--- config.mk ---
export PLATFORM = sky130hd
export DESIGN_NAME = scl_timeout_mon
export DESIGN_NICKNAME = d
export VERILOG_FILES = /design/src/rtl/scl_to_pkg.sv /design/src/rtl/scl_to_arm.sv /design/src/rtl/scl_to_cnt.sv /design/src/rtl/scl_to_flag.sv /design/src/rtl/scl_timeout_mon.sv
export SDC_FILE = /design/constraint.sdc
export NUM_CORES = 1
export LEC_CHECK = 0
export BUFFER_PORTS_ARGS = -buffer_cell sky130_fd_sc_hd__clkbuf_2
export CORE_MARGIN = 4
export CORE_UTILIZATION = 32
export DETAILED_ROUTE_END_ITERATION = 7
export PLACE_DENSITY = 0.48
export SLEW_MARGIN = 5
export SYNTH_ARGS = -nofsm -noshare
export SYNTH_HDL_FRONTEND = slang
export SYNTH_SLANG_ARGS = --single-unit
--- constraint.sdc ---
create_clock -name clk_i -period 2.6 [get_ports clk_i]
set_clock_uncertainty 0.1 [all_clocks]
set_input_delay 0.26 -clock clk_i [delete_from_list [all_inputs] [get_ports clk_i]]
set_output_delay 0.26 -clock clk_i [all_outputs]
set_load 0.03 [all_outputs]
--- src/rtl/scl_to_pkg.sv ---
package scl_to_pkg;
  localparam int unsigned DEF_PERIOD_W = 16;
endpackage

--- src/rtl/scl_to_arm.sv ---
module scl_to_arm (
  input  logic clk_i,
  input  logic rst_ni,
  input  logic en_i,
  input  logic drive_low_i,
  input  logic scl_i,
  input  logic err_i,
  output logic armed_o
);
  logic armed_q;

  // arms only on local drive; holds until SCL seen high
  always_ff @(posedge clk_i or negedge rst_ni) begin
    if (!rst_ni) armed_q <= 1'b0;
    else         armed_q <= en_i && !err_i && (drive_low_i || (armed_q && !scl_i));
  end

  assign armed_o = armed_q;

  a_r5_no_external_arm: assert property (@(posedge clk_i) disable iff (!rst_ni)
    (!armed_q && !drive_low_i) |=> !armed_q);
endmodule

--- src/rtl/scl_to_cnt.sv ---
module scl_to_cnt #(
  parameter int unsigned PERIOD_W = scl_to_pkg::DEF_PERIOD_W
) (
  input  logic                clk_i,
  input  logic                rst_ni,
  input  logic                armed_i,
  input  logic                rel_i,
  input  logic                tick_i,
  input  logic [PERIOD_W-1:0] period_i,
  output logic                hit_o
);
  logic [PERIOD_W-1:0] cnt_q;
  logic                at_lim;

  assign at_lim = (cnt_q >= period_i);

  always_ff @(posedge clk_i or negedge rst_ni) begin
    if (!rst_ni)                 cnt_q <= '0;
    else if (!armed_i || rel_i)  cnt_q <= '0;
    else if (tick_i && !at_lim)  cnt_q <= cnt_q + 1'b1;
  end

  assign hit_o = armed_i && (period_i != '0) && at_lim;

  a_r9_saturate: assert property (@(posedge clk_i) disable iff (!rst_ni)
    (armed_i && !rel_i && at_lim) |=> (cnt_q == $past(cnt_q)));
  a_r2_zero_off: assert property (@(posedge clk_i) disable iff (!rst_ni)
    (period_i == '0) |-> !hit_o);
endmodule

--- src/rtl/scl_to_flag.sv ---
module scl_to_flag (
  input  logic clk_i,
  input  logic rst_ni,
  input  logic hit_i,
  input  logic clr_i,
  output logic err_o
);
  logic err_q;

  // a new hit wins over a simultaneous clear
  always_ff @(posedge clk_i or negedge rst_ni) begin
    if (!rst_ni) err_q <= 1'b0;
    else         err_q <= hit_i || (err_q && !clr_i);
  end

  assign err_o = err_q;

  a_r3_hit_sets: assert property (@(posedge clk_i) disable iff (!rst_ni)
    hit_i |=> err_q);
  a_r7_sticky: assert property (@(posedge clk_i) disable iff (!rst_ni)
    (err_q && !clr_i) |=> err_q);
  a_r8_clear: assert property (@(posedge clk_i) disable iff (!rst_ni)
    (err_q && clr_i && !hit_i) |=> !err_q);
endmodule

--- src/rtl/scl_timeout_mon.sv ---
module scl_timeout_mon #(
  parameter int unsigned PERIOD_W = scl_to_pkg::DEF_PERIOD_W
) (
  input  logic                clk_i,
  input  logic                rst_ni,
  input  logic                tick_i,
  input  logic [PERIOD_W-1:0] period_i,
  input  logic                drive_low_i,
  input  logic                scl_i,
  input  logic                clr_i,
  output logic                err_o,
  output logic                release_o
);
  logic armed, hit, err, en, rel;

  assign en  = (period_i != '0);
  assign rel = scl_i && !drive_low_i;

  scl_to_arm u_arm (
    .clk_i(clk_i), .rst_ni(rst_ni), .en_i(en), .drive_low_i(drive_low_i),
    .scl_i(scl_i), .err_i(err), .armed_o(armed)
  );

  scl_to_cnt #(.PERIOD_W(PERIOD_W)) u_cnt (
    .clk_i(clk_i), .rst_ni(rst_ni), .armed_i(armed), .rel_i(rel),
    .tick_i(tick_i), .period_i(period_i), .hit_o(hit)
  );

  scl_to_flag u_flag (
    .clk_i(clk_i), .rst_ni(rst_ni), .hit_i(hit), .clr_i(clr_i), .err_o(err)
  );

  assign err_o     = err;
  assign release_o = err;

  a_r7_release_follows: assert property (@(posedge clk_i) disable iff (!rst_ni)
    $rose(err_o) |-> $rose(release_o));
endmodule

==> results of run 1 <==
-- power by group through the flow --
stage	logic, µW	registers (µW)	clock network (µW)
after floorplan	46.1	295	0
after global placement	84.5	296	0
after detailed placement	87.2	297	0
after CTS	88.9	291	208
after global routing	103	292	217
final	87.3	291	197
-- placed cells by master (no fill, tap or decap), types with 7 or more instances in the layout --
| cell type | netlist | layout |
|---|---|---|
| clkbuf_2 | 0 | 23 |
| inv_1 | 21 | 21 |
| dfrtp_1 | 18 | 18 |
| ha_1 | 17 | 17 |
| nand2_1 | 14 | 14 |
| nor2_1 | 14 | 14 |
| nand4_1 | 7 | 7 |
| o21ai_0 | 7 | 7 |
| xor2_1 | 7 | 7 |
-- cell families (layout without fill, tap and decap cells) --
group,Yosys count,after routing,synth area share [%]
xor gates and xnor gates,8,8,4.94
DFF,18,18,31.7
and+or+nand+nor,55,55,20.5
adders and majority gates,17,17,15.0
AOI/OAI and AO/OA,36,36,18.8
muxes,3,3,2.12
buffers and inverters,25,51,6.97
-- final cells by class --
class	instances	area (µm²)	area share, %
tap	50	62.6	3.79
multi-input combinational	119	870	52.7
inverter	21	78.8	4.78
timing repair buffer	27	148	8.95
clock buffer	3	41.3	2.50
sequential	18	450	27.3
-- Yosys cell counts (5+ instances only) --
master	instances	area (µm²)
inv_1	21	78.8
xor2_1	7	61.3
nand4_1	7	43.8
nor2_1	14	52.6
nor4_1	5	31.3
nand2_1	14	52.6
o2111ai_1	5	43.8
ha_1	17	213
a21oi_1	5	25.0
o21ai_0	7	35.0
dfrtp_1	18	450
-- final timing paths --
path / end / slack [ns] / depth (start not counted)
max in group asynchronous: u_cnt.cnt_q[5]$_DFFE_PN0P_ / 1.69 / 2
max: u_cnt.cnt_q[11]$_DFFE_PN0P_ / 0.23 / 6
max reg2reg: u_cnt.cnt_q[11]$_DFFE_PN0P_ / 0.23 / 6
min in group asynchronous: u_cnt.cnt_q[14]$_DFFE_PN0P_ / 0.39 / 2
min: u_flag.err_o$_DFF_PN0_ / 0.09 / 2
min reg2reg: u_cnt.cnt_q[15]$_DFFE_PN0P_ / 0.46 / 2
-- repair_timing --
item / 4_1_cts / 5_1_grt
hold buffers: 1 / 0
endpoints found under the hold margin: 18 / 0
buffers inserted: 0 / 0
-- flip-flops by register name (all words and copies together), names as in the netlist --
signal,cells
u_arm.armed_o,1
u_cnt.cnt_q,16
u_flag.err_o,1
-- worst reg2reg max path: cells and delay by family (launching register included) --
kind | cells | cell delay [ns]
AO/OA/AOI/OAI | 3 | 0.72
AND/OR/NAND/NOR | 2 | 0.70
adder cells (fa/ha/maj) | 1 | 0.32
flip-flops | 1 | 0.45
-- layer usage --
metal	vias up	GRT usage, %	share of wire, %
li1	648	-	-
met1	583	18.4	49
met2	31	23.1	45
met3	9	2.30	4.4
met4	0	5.73	2.2
met5	-	0	0
-- per-stage QoR --
step | instances | hold WS (ns)
floorplan | 162 | -0.136
global placement | 234 | 0.143
detailed placement | 234 | 0.146
CTS | 238 | 0.0880
global route | 238 | 0.0926
finish | 238 | 0.0927
==> results.sh, run 1 <==
export IMPL_grt_ovfl_total=0
export IMPL_die_w_um=74.6
export IMPL_drc=0
export IMPL_async_reset_ff_share_pct=100
export IMPL_ant_nets=0
export IMPL_layout_drive_gt1_share_pct=18.1
export IMPL_worstPathArrival_ns=2.45
export IMPL_setup_viol=0
export IMPL_cts_resized=0
export IMPL_cts_path_max_buffers=2
export IMPL_ys_warnings_count=0
export IMPL_rows=23
export IMPL_maxCapViolCount=0
export IMPL_syn_inst=162
export IMPL_gp_congestion=0.779
export IMPL_utilization_pct=39.8
export IMPL_yosys_cell_types_count=37
export IMPL_dr_first_iter_drc_count=39
export IMPL_cts_tree="built"
export IMPL_cts_root_buffer_cell="clkbuf_8"
export IMPL_path_buf_inv=0
export IMPL_critPathSlowestCell="or4_1"
export IMPL_first_pass_iters=4
export IMPL_fin_ws_ns=0.233
export IMPL_grt_antenna_before_repair=0
export IMPL_startpoint_type="flop"
export IMPL_dpl_cell_area_um2=1600
export IMPL_worstSkewPairLatency_ns=0.25
export IMPL_status="completed"
export IMPL_vias=1271
export IMPL_worstPathMaxFanout=13
export IMPL_cp_startpoint="u_cnt.cnt_q[9]$_DFFE_PN0P_"
export IMPL_fin_crit_sh_pct=91.0
export IMPL_finish_instance_area_um2=1650
export IMPL_grt_usage_pct=14.1
export IMPL_clock_sinks=18
export IMPL_syn_area_um2=1420
export IMPL_timing_fmax_mhz=423
export IMPL_p_sw_share_pct=26.2
export IMPL_grt_pass1_vias=1285
export IMPL_io_buffers=23
export IMPL_p_sw_uw=151
export IMPL_setup_worst_path_class="reg2reg"
export IMPL_numCtsBuffers=3
export IMPL_rsz0062_at_grt="no"
export IMPL_comb_power_share_pct=15.2
export IMPL_final_nets=229
export IMPL_ys_seq_elements=18
export IMPL_reg2reg_from="u_cnt.cnt_q[9]$_DFFE_PN0P_"
export IMPL_power_internal_uw=424
export IMPL_p_clk_share_pct=34.2
export IMPL_synth_edf_count=0
export IMPL_avgSynthCellArea_um2=8.76
export IMPL_hp_class="in2reg"
export IMPL_worst_pin_slew_ns=0.561
export IMPL_min_period_ns=2.37
export IMPL_syn2layout_area_growth_pct=16.3
export IMPL_leakage_uw=0.000800
export IMPL_dp_slack_ns=0.250
export IMPL_fin_setup_tns_ns=0
export IMPL_grt_max_degree=19
export IMPL_hold_viol=0
export IMPL_cpLargestDelayFamily="compound AO/OA/AOI/OAI gates"
export IMPL_fin_total_pwr_uw=575
export IMPL_dpl_hpwl_um=2870
export IMPL_clk_pin_slew_ns=0.07
export IMPL_die_h_um=74.6
export IMPL_path_cells="ha_1, a21oi_1, a211o_1, nor2_2, or4_1, a21oi_1"
export IMPL_n_antenna_cell=0
export IMPL_htree_levels=1
export IMPL_min_delay_start="clr_i"
export IMPL_cpMostUsedCell="a21oi_1"
export IMPL_slew_headroom_pct=62.6
export IMPL_die_area_um2=5560
export IMPL_final_max_slew_viol_count=0
export IMPL_syn_num_nets=201
export IMPL_powerDensity_nw_per_um2=349
export IMPL_ir_worst_vdd_uv=181
export IMPL_coreArea_um2=4140
export IMPL_critical_path_endpoint_type="flop"
export IMPL_synth_ff_type="dfrtp_1"
export IMPL_wire_per_inst_um=14.8
export IMPL_ios=24
export IMPL_final_fill_count=433
export IMPL_max_stage_delay_ns=0.53
export IMPL_start_util_pct=34.2
export IMPL_seq_area_frac_synth_pct=31.7
export IMPL_viasPerCell=5.34
export IMPL_grt_pass1_wl_um=5950
export IMPL_cp_data_required_time_ns=2.68
export IMPL_pwr_share_seq_pct=50.6
export IMPL_wirelength_um=3520
No activity file was read; power rests on OpenSTA's default activity.
==> run 2, diff against run 1 <==
--- a/config.mk
+++ b/config.mk
@@ -13,4 +13,5 @@
 export SLEW_MARGIN = 5
 export SYNTH_ARGS = -nofsm -noshare
 export SYNTH_HDL_FRONTEND = slang
+export SYNTH_HIERARCHICAL = 1
 export SYNTH_SLANG_ARGS = --single-unit
==> run 2 against run 1 <==
Net effect: wire length is 27% higher; non-clock buffer count rose by 16; register-to-register slack worse by 0.16 ns; setup slack got worse by 0.16 ns; cell area is 23% higher; final cell count up 20%; critical path depth increased by 1; synthesized cell count is 10% higher; sequential cell count unchanged; largest cell class unchanged.
==> results.sh, run 2 <==
export IMPL_fin_total_pwr_uw=651
export IMPL_worstPathArrival_ns=2.61
export IMPL_startpoint_type="flop"
export IMPL_start_util_pct=33.6
export IMPL_htree_levels=1
export IMPL_cts_path_max_buffers=2
export IMPL_rsz0062_at_grt="yes"
export IMPL_grt_max_degree=23
export IMPL_gp_congestion=0.851
export IMPL_status="completed"
export IMPL_cts_tree="built"
export IMPL_reg2reg_slack_ns=0.07
export IMPL_yosysTopAreaCell="dfrtp_1"
export IMPL_synth_edf_count=0
export IMPL_ys_warnings_count=6
export IMPL_stdcell_count=285
export IMPL_reg2reg_from="u_cnt/cnt_q[1]$_DFFE_PN0P_"
export IMPL_grt_antenna_before_repair=0
export IMPL_wirelength_um=4470
export IMPL_hold_viol=0
export IMPL_leakage_uw=0.000961
export IMPL_syn_area_um2=1610
export IMPL_final_max_slew_viol_count=0
export IMPL_cts_root_buffer_cell="clkbuf_8"
export IMPL_powerDensity_nw_per_um2=321
export IMPL_most_common_layout_cells="clkbuf_2 (23), inv_1 (20), buf_4 (16), dfrtp_1 (15), ha_1 (14)"
export IMPL_seq_area_frac_synth_pct=28.0
export IMPL_numCtsBuffers=3
export IMPL_die_h_um=78.9
export IMPL_syn_num_nets=218
export IMPL_setup_worst_path_class="reg2reg"
export IMPL_final_nets=258
export IMPL_avgSynthCellArea_um2=8.98
export IMPL_dpl_hpwl_um=3400
export IMPL_syn_inst=179
export IMPL_ant_nets=0
export IMPL_worstSkewPairLatency_ns=0.25
export IMPL_top_register="u_cnt/cnt_q"
export IMPL_final_common_cell="clkbuf_2"
export IMPL_min_delay_start="clr_i"
export IMPL_path_buf_inv=2
export IMPL_die_area_um2=6220
export IMPL_critical_path_endpoint_type="flop"
export IMPL_max_stage_delay_ns=0.49
export IMPL_fin_crit_sh_pct=97.2
export IMPL_vias=1540
export IMPL_io_buffers=23
export IMPL_min_path_cells=3
export IMPL_multi_input_area_um2=1060
export IMPL_syn2layout_area_growth_pct=26.3
export IMPL_grt_usage_pct=14.7
export IMPL_min_period_ns=2.53
export IMPL_synthTopCellsByArea="dfrtp_1 (28%), ha_1 (13%), inv_1 (4.7%), a21oi_1 (4.0%), nand4_1 (3.9%)"
export IMPL_clk_pin_slew_ns=0.07
export IMPL_n_antenna_cell=0
export IMPL_fin_ws_ns=0.0728
export IMPL_ir_worst_vdd_uv=168
export IMPL_cpLargestDelayFamily="compound AO/OA/AOI/OAI gates"
export IMPL_die_w_um=78.9
export IMPL_first_pass_iters=4
export IMPL_cp_data_required_time_ns=2.69
export IMPL_yosys_cell_types_count=46
export IMPL_coreArea_um2=4790
export IMPL_critPathSlowestCell="or4_1"
export IMPL_slew_headroom_pct=68.6
export IMPL_path_cells="ha_1, a2111oi_4, o311ai_4, buf_12, clkbuf_4, or4_1, a21oi_2"
export IMPL_dr_first_iter_drc_count=79
export IMPL_rr_worst_depth=7
export IMPL_synthMostInstantiatedCell="inv_1"
export IMPL_hp_class="in2reg"
export IMPL_grt_pass1_wl_um=7230
export IMPL_async_reset_ff_share_pct=100
export IMPL_setup_viol=0
export IMPL_yosysTopAreaCellShare_pct=28.0
export IMPL_ios=24
export IMPL_layout_drive_gt1_share_pct=31.2
export IMPL_synth_ff_type="dfrtp_1"
export IMPL_drc=0
export IMPL_grt_pass1_vias=1478
export IMPL_worst_pin_slew_ns=0.471
export IMPL_grt_ovfl_total=0
export IMPL_ys_top_cells_by_count="inv_1 (20), dfrtp_1 (18), ha_1 (17)"
export IMPL_wire_per_inst_um=15.7
export IMPL_timing_fmax_mhz=396
export IMPL_ff_latch_area_um2=454
export IMPL_reg2reg_to="u_cnt/cnt_q[13]$_DFFE_PN0P_"
export IMPL_viasPerCell=5.40
export IMPL_largest_reg_flops=16
export IMPL_worstPathMaxFanout=6
export IMPL_rows=25
export IMPL_hold_end="u_flag/err_o$_DFF_PN0_"
export IMPL_ys_seq_elements=18
export IMPL_place_inst=272
export IMPL_final_fill_count=497
export IMPL_dp_slack_ns=0.0103
export IMPL_clock_sinks=18
export IMPL_maxCapViolCount=0
-- run 2: power breakdown --
group | leakage [µW] | internal (µW) | switching, µW
registers | 0.000242 | 284 | 4.24
logic | 0.000691 | 59.4 | 71.5
clock network | 0.0000288 | 135 | 97.3
total | 0.000961 | 478 | 173
-- run 2: worst max path at each step --
stage                     cells past startpoint                       start                          end
final                                         7  u_cnt/cnt_q[1]$_DFFE_PN0P_  u_cnt/cnt_q[13]$_DFFE_PN0P_
after floorplan                               7  u_cnt/cnt_q[0]$_DFFE_PN0P_   u_cnt/cnt_q[5]$_DFFE_PN0P_
after CTS                                     8  u_cnt/cnt_q[0]$_DFFE_PN0P_   u_cnt/cnt_q[5]$_DFFE_PN0P_
after detailed placement                      9                period_i[13]   u_cnt/cnt_q[5]$_DFFE_PN0P_
after global routing                          9  u_cnt/cnt_q[0]$_DFFE_PN0P_  u_cnt/cnt_q[14]$_DFFE_PN0P_
after global placement                        8                 period_i[7]   u_cnt/cnt_q[4]$_DFFE_PN0P_
-- run 2: layer usage --
layer	part of all wire (%)	up-vias	GRT usage [%]
li1	-	763	-
met1	46	744	19.4
met2	48	29	25.0
met3	4.2	4	2.83
met4	0.89	0	2.75
met5	0	-	0
-- run 2: stage by stage --
stage	setup TNS (ns)	hold slack [ns]	util (%)	instance area [µm²]
after floorplan	0	-0.136	-	1610
after global placement	0	0.145	38.3	1830
after detailed placement	0	0.138	38.3	1830
after CTS	0	0.139	39.6	1900
after global routing	-0.0417	0.153	42.4	2030
final	0	0.148	42.4	2030
-- run 2: cell type report --
type / instances / area share [%]
tap: 67 / 4.13
inverter: 20 / 3.70
clock buffer: 4 / 2.71
multi-input combinational: 133 / 52.4
timing repair buffer: 43 / 14.7
sequential: 18 / 22.4
-- run 2: timing repair --
action | 4_1_cts | 5_1_grt
endpoints found under the hold margin | 18 | 0
resized for setup | 0 | 11
setup buffers | 0 | 7
setup endpoints to repair | 0 | 5
hold buffers | 1 | 0
-- run 2: kinds of logic after synthesis --
logic type | Yosys count | synth area share (%)
adder cells (fa/ha/maj) | 17 | 13.2
multiplexers | 5 | 3.11
AO/OA/AOI/OAI | 39 | 19.2
flip-flops | 18 | 28.0
buffers and inverters | 28 | 9.03
AND/OR/NAND/NOR | 72 | 27.4
-- run 2: worst register-to-register path, cell delays in order (launching register included) --
cell       delay [ns]
dfrtp_2          0.45
ha_1             0.32
a2111oi_4        0.46
o311ai_4         0.16
buf_12           0.17
clkbuf_4         0.16
or4_1            0.49
a21oi_2          0.14
==> run 3, diff against run 2 <==
--- a/config.mk
+++ b/config.mk
@@ -7,9 +7,9 @@
 export LEC_CHECK = 0
 export BUFFER_PORTS_ARGS = -buffer_cell sky130_fd_sc_hd__clkbuf_2
 export CORE_MARGIN = 4
-export CORE_UTILIZATION = 32
+export CORE_UTILIZATION = 30
 export DETAILED_ROUTE_END_ITERATION = 7
-export PLACE_DENSITY = 0.48
+export PLACE_DENSITY = 0.45
 export SLEW_MARGIN = 5
 export SYNTH_ARGS = -nofsm -noshare
 export SYNTH_HDL_FRONTEND = slang
==> run 3 against run 2 <==
Net effect: setup slack got worse by 0.012 ns; critical path depth fell by 1; register-to-register slack about the same; combinational power increased by 8%; sequential power barely moved; via count up 5.3%; clock power up 3%; clock-buffer cell count did not move; core utilization down 1.3 points; wire length up 12%; critical endpoint is now u_cnt/cnt_q[3]$_DFFE_PN0P_.
==> results.sh, run 3 (synthesis gave the netlist of run 2 again) <==
export IMPL_status="completed"
export IMPL_wl_met2_um=2480
export IMPL_grt_pass1_vias=1573
export IMPL_critical_path_endpoint_type="flop"
export IMPL_final_fill_count=565
export IMPL_die_h_um=81.2
export IMPL_grt_max_degree=23
export IMPL_timing_fmax_mhz=394
export IMPL_hold_viol=0
export IMPL_hp_class="in2reg"
export IMPL_rows=26
export IMPL_min_path_cells=3
export IMPL_worstPathMaxFanout=5
export IMPL_cts_path_max_buffers=2
export IMPL_rr_worst_depth=6
export IMPL_most_common_layout_cells="clkbuf_2 (23), buf_4 (23), inv_1 (19), dfrtp_1 (18), ha_1 (15)"
export IMPL_maxCapViolCount=0
export IMPL_die_area_um2=6590
export IMPL_wl_met1_um=2200
export IMPL_slew_headroom_pct=64.9
export IMPL_numCtsBuffers=3
export IMPL_utilization_pct=41.1
export IMPL_path_cells="ha_1, a2111oi_4, o311ai_4, buf_12, or4_2, a21oi_2"
export IMPL_ant_nets=0
export IMPL_vias=1622
export IMPL_first_pass_iters=4
export IMPL_viasPerCell=5.48
export IMPL_final_max_slew_viol_count=0
export IMPL_die_w_um=81.2
export IMPL_leakage_uw=0.00102
export IMPL_top_register="u_cnt/cnt_q"
export IMPL_startpoint_type="flop"
export IMPL_grt_antenna_before_repair=0
export IMPL_fin_crit_sh_pct=97.7
export IMPL_cp_data_required_time_ns=2.69
export IMPL_wire_per_inst_um=17.0
export IMPL_powerDensity_nw_per_um2=316
export IMPL_grt_usage_pct=14.4
export IMPL_grt_ovfl_total=0
export IMPL_cts_tree="built"
export IMPL_ios=24
export IMPL_dp_slack_ns=0.00369
export IMPL_n_antenna_cell=0
export IMPL_syn2layout_area_growth_pct=31.4
export IMPL_setup_worst_path_class="reg2reg"
export IMPL_coreArea_um2=5140
export IMPL_final_nets=266
export IMPL_htree_levels=1
export IMPL_worst_pin_slew_ns=0.526
export IMPL_io_buffers=23
export IMPL_clk_pin_slew_ns=0.07
export IMPL_layout_drive_gt1_share_pct=33.2
export IMPL_worstPathArrival_ns=2.63
export IMPL_wl_met3_um=309
export IMPL_dpl_hpwl_um=3470
export IMPL_wirelength_um=5020
export IMPL_grt_pass1_wl_um=7300
export IMPL_critPathSlowestCell="or4_2"
export IMPL_stdcell_count=296
export IMPL_place_inst=278
export IMPL_ir_worst_vdd_uv=281
export IMPL_fin_ws_ns=0.0611
export IMPL_clock_sinks=18
export IMPL_start_util_pct=31.3
export IMPL_gp_congestion=0.818
export IMPL_cts_root_buffer_cell="clkbuf_8"
export IMPL_min_period_ns=2.54
export IMPL_top_layer_used="met4"
export IMPL_worstSkewPairLatency_ns=0.26
export IMPL_largest_reg_flops=16
export IMPL_dr_first_iter_drc_count=109
export IMPL_setup_viol=0
export IMPL_max_stage_delay_ns=0.62
export IMPL_drc=0
-- run 3: worst max-delay path: cells and delay by family, from the launching register on --
kind | cells | cell delay, ns
flip-flops | 1 | 0.42
buffers and inverters | 1 | 0.20
adder cells (fa/ha/maj) | 1 | 0.33
AND/OR/NAND/NOR | 1 | 0.62
AO/OA/AOI/OAI | 3 | 0.80
-- run 3: cell type report --
type | instances | area [µm²] | share of cell area [%]
Tap cell | 70 | 87.6 | 4.15
Timing Repair Buffer | 50 | 368 | 17.4
Clock buffer | 4 | 55.1 | 2.61
Inverter | 20 | 75.1 | 3.55
Sequential cell | 18 | 450 | 21.3
Multi-Input combinational cell | 134 | 1080 | 50.9
-- run 3: per-layer routing --
| metal | up-vias | GRT usage [%] |
|---|---|---|
| li1 | 774 | - |
| met1 | 794 | 18.1 |
| met2 | 50 | 25.7 |
| met3 | 4 | 2.77 |
| met4 | 0 | 2.53 |
| met5 | - | 0 |
-- run 3: path summary, 6_finish.rpt --
| kind | from | to | slack, ns |
|---|---|---|---|
| setup / recovery | u_cnt/cnt_q[1]$_DFFE_PN0P_ | u_cnt/cnt_q[3]$_DFFE_PN0P_ | 0.06 |
| max in group asynchronous | rst_ni | u_cnt/cnt_q[5]$_DFFE_PN0P_ | 1.64 |
| setup reg to reg | u_cnt/cnt_q[1]$_DFFE_PN0P_ | u_cnt/cnt_q[3]$_DFFE_PN0P_ | 0.06 |
| min in group asynchronous | rst_ni | u_arm/armed_o$_DFF_PN0_ | 0.40 |
| hold reg to reg | u_flag/err_o$_DFF_PN0_ | u_flag/err_o$_DFF_PN0_ | 0.44 |
| hold / removal | clr_i | u_flag/err_o$_DFF_PN0_ | 0.15 |
-- run 3: power by group --
group | switching (µW) | internal, µW
Sequential | 3.86 | 284
Combinational | 75.8 | 66.3
Clock | 103 | 135
-- run 3: stage by stage --
step                setup TNS [ns]  cell area (µm²)  total power, µW  hold slack, ns
CTS                              0             1920              656           0.152
finish                           0             2110              667           0.152
global placement                 0             1860              408           0.144
detailed placement               0             1860              412           0.157
global route               -0.0154             2110              705           0.168
floorplan                        0             1610              365          -0.136
-- run 3: timing repair --
| action | CTS | global route |
|---|---|---|
| gates resized for setup | 1 | 11 |
| buffers inserted | 0 | 10 |
| hold buffers | 1 | 0 |
| endpoints found under the setup margin | 1 | 4 |
| cloned | 0 | 3 |
| pin swaps | 0 | 6 |
| endpoints found under the hold margin | 18 | 0 |
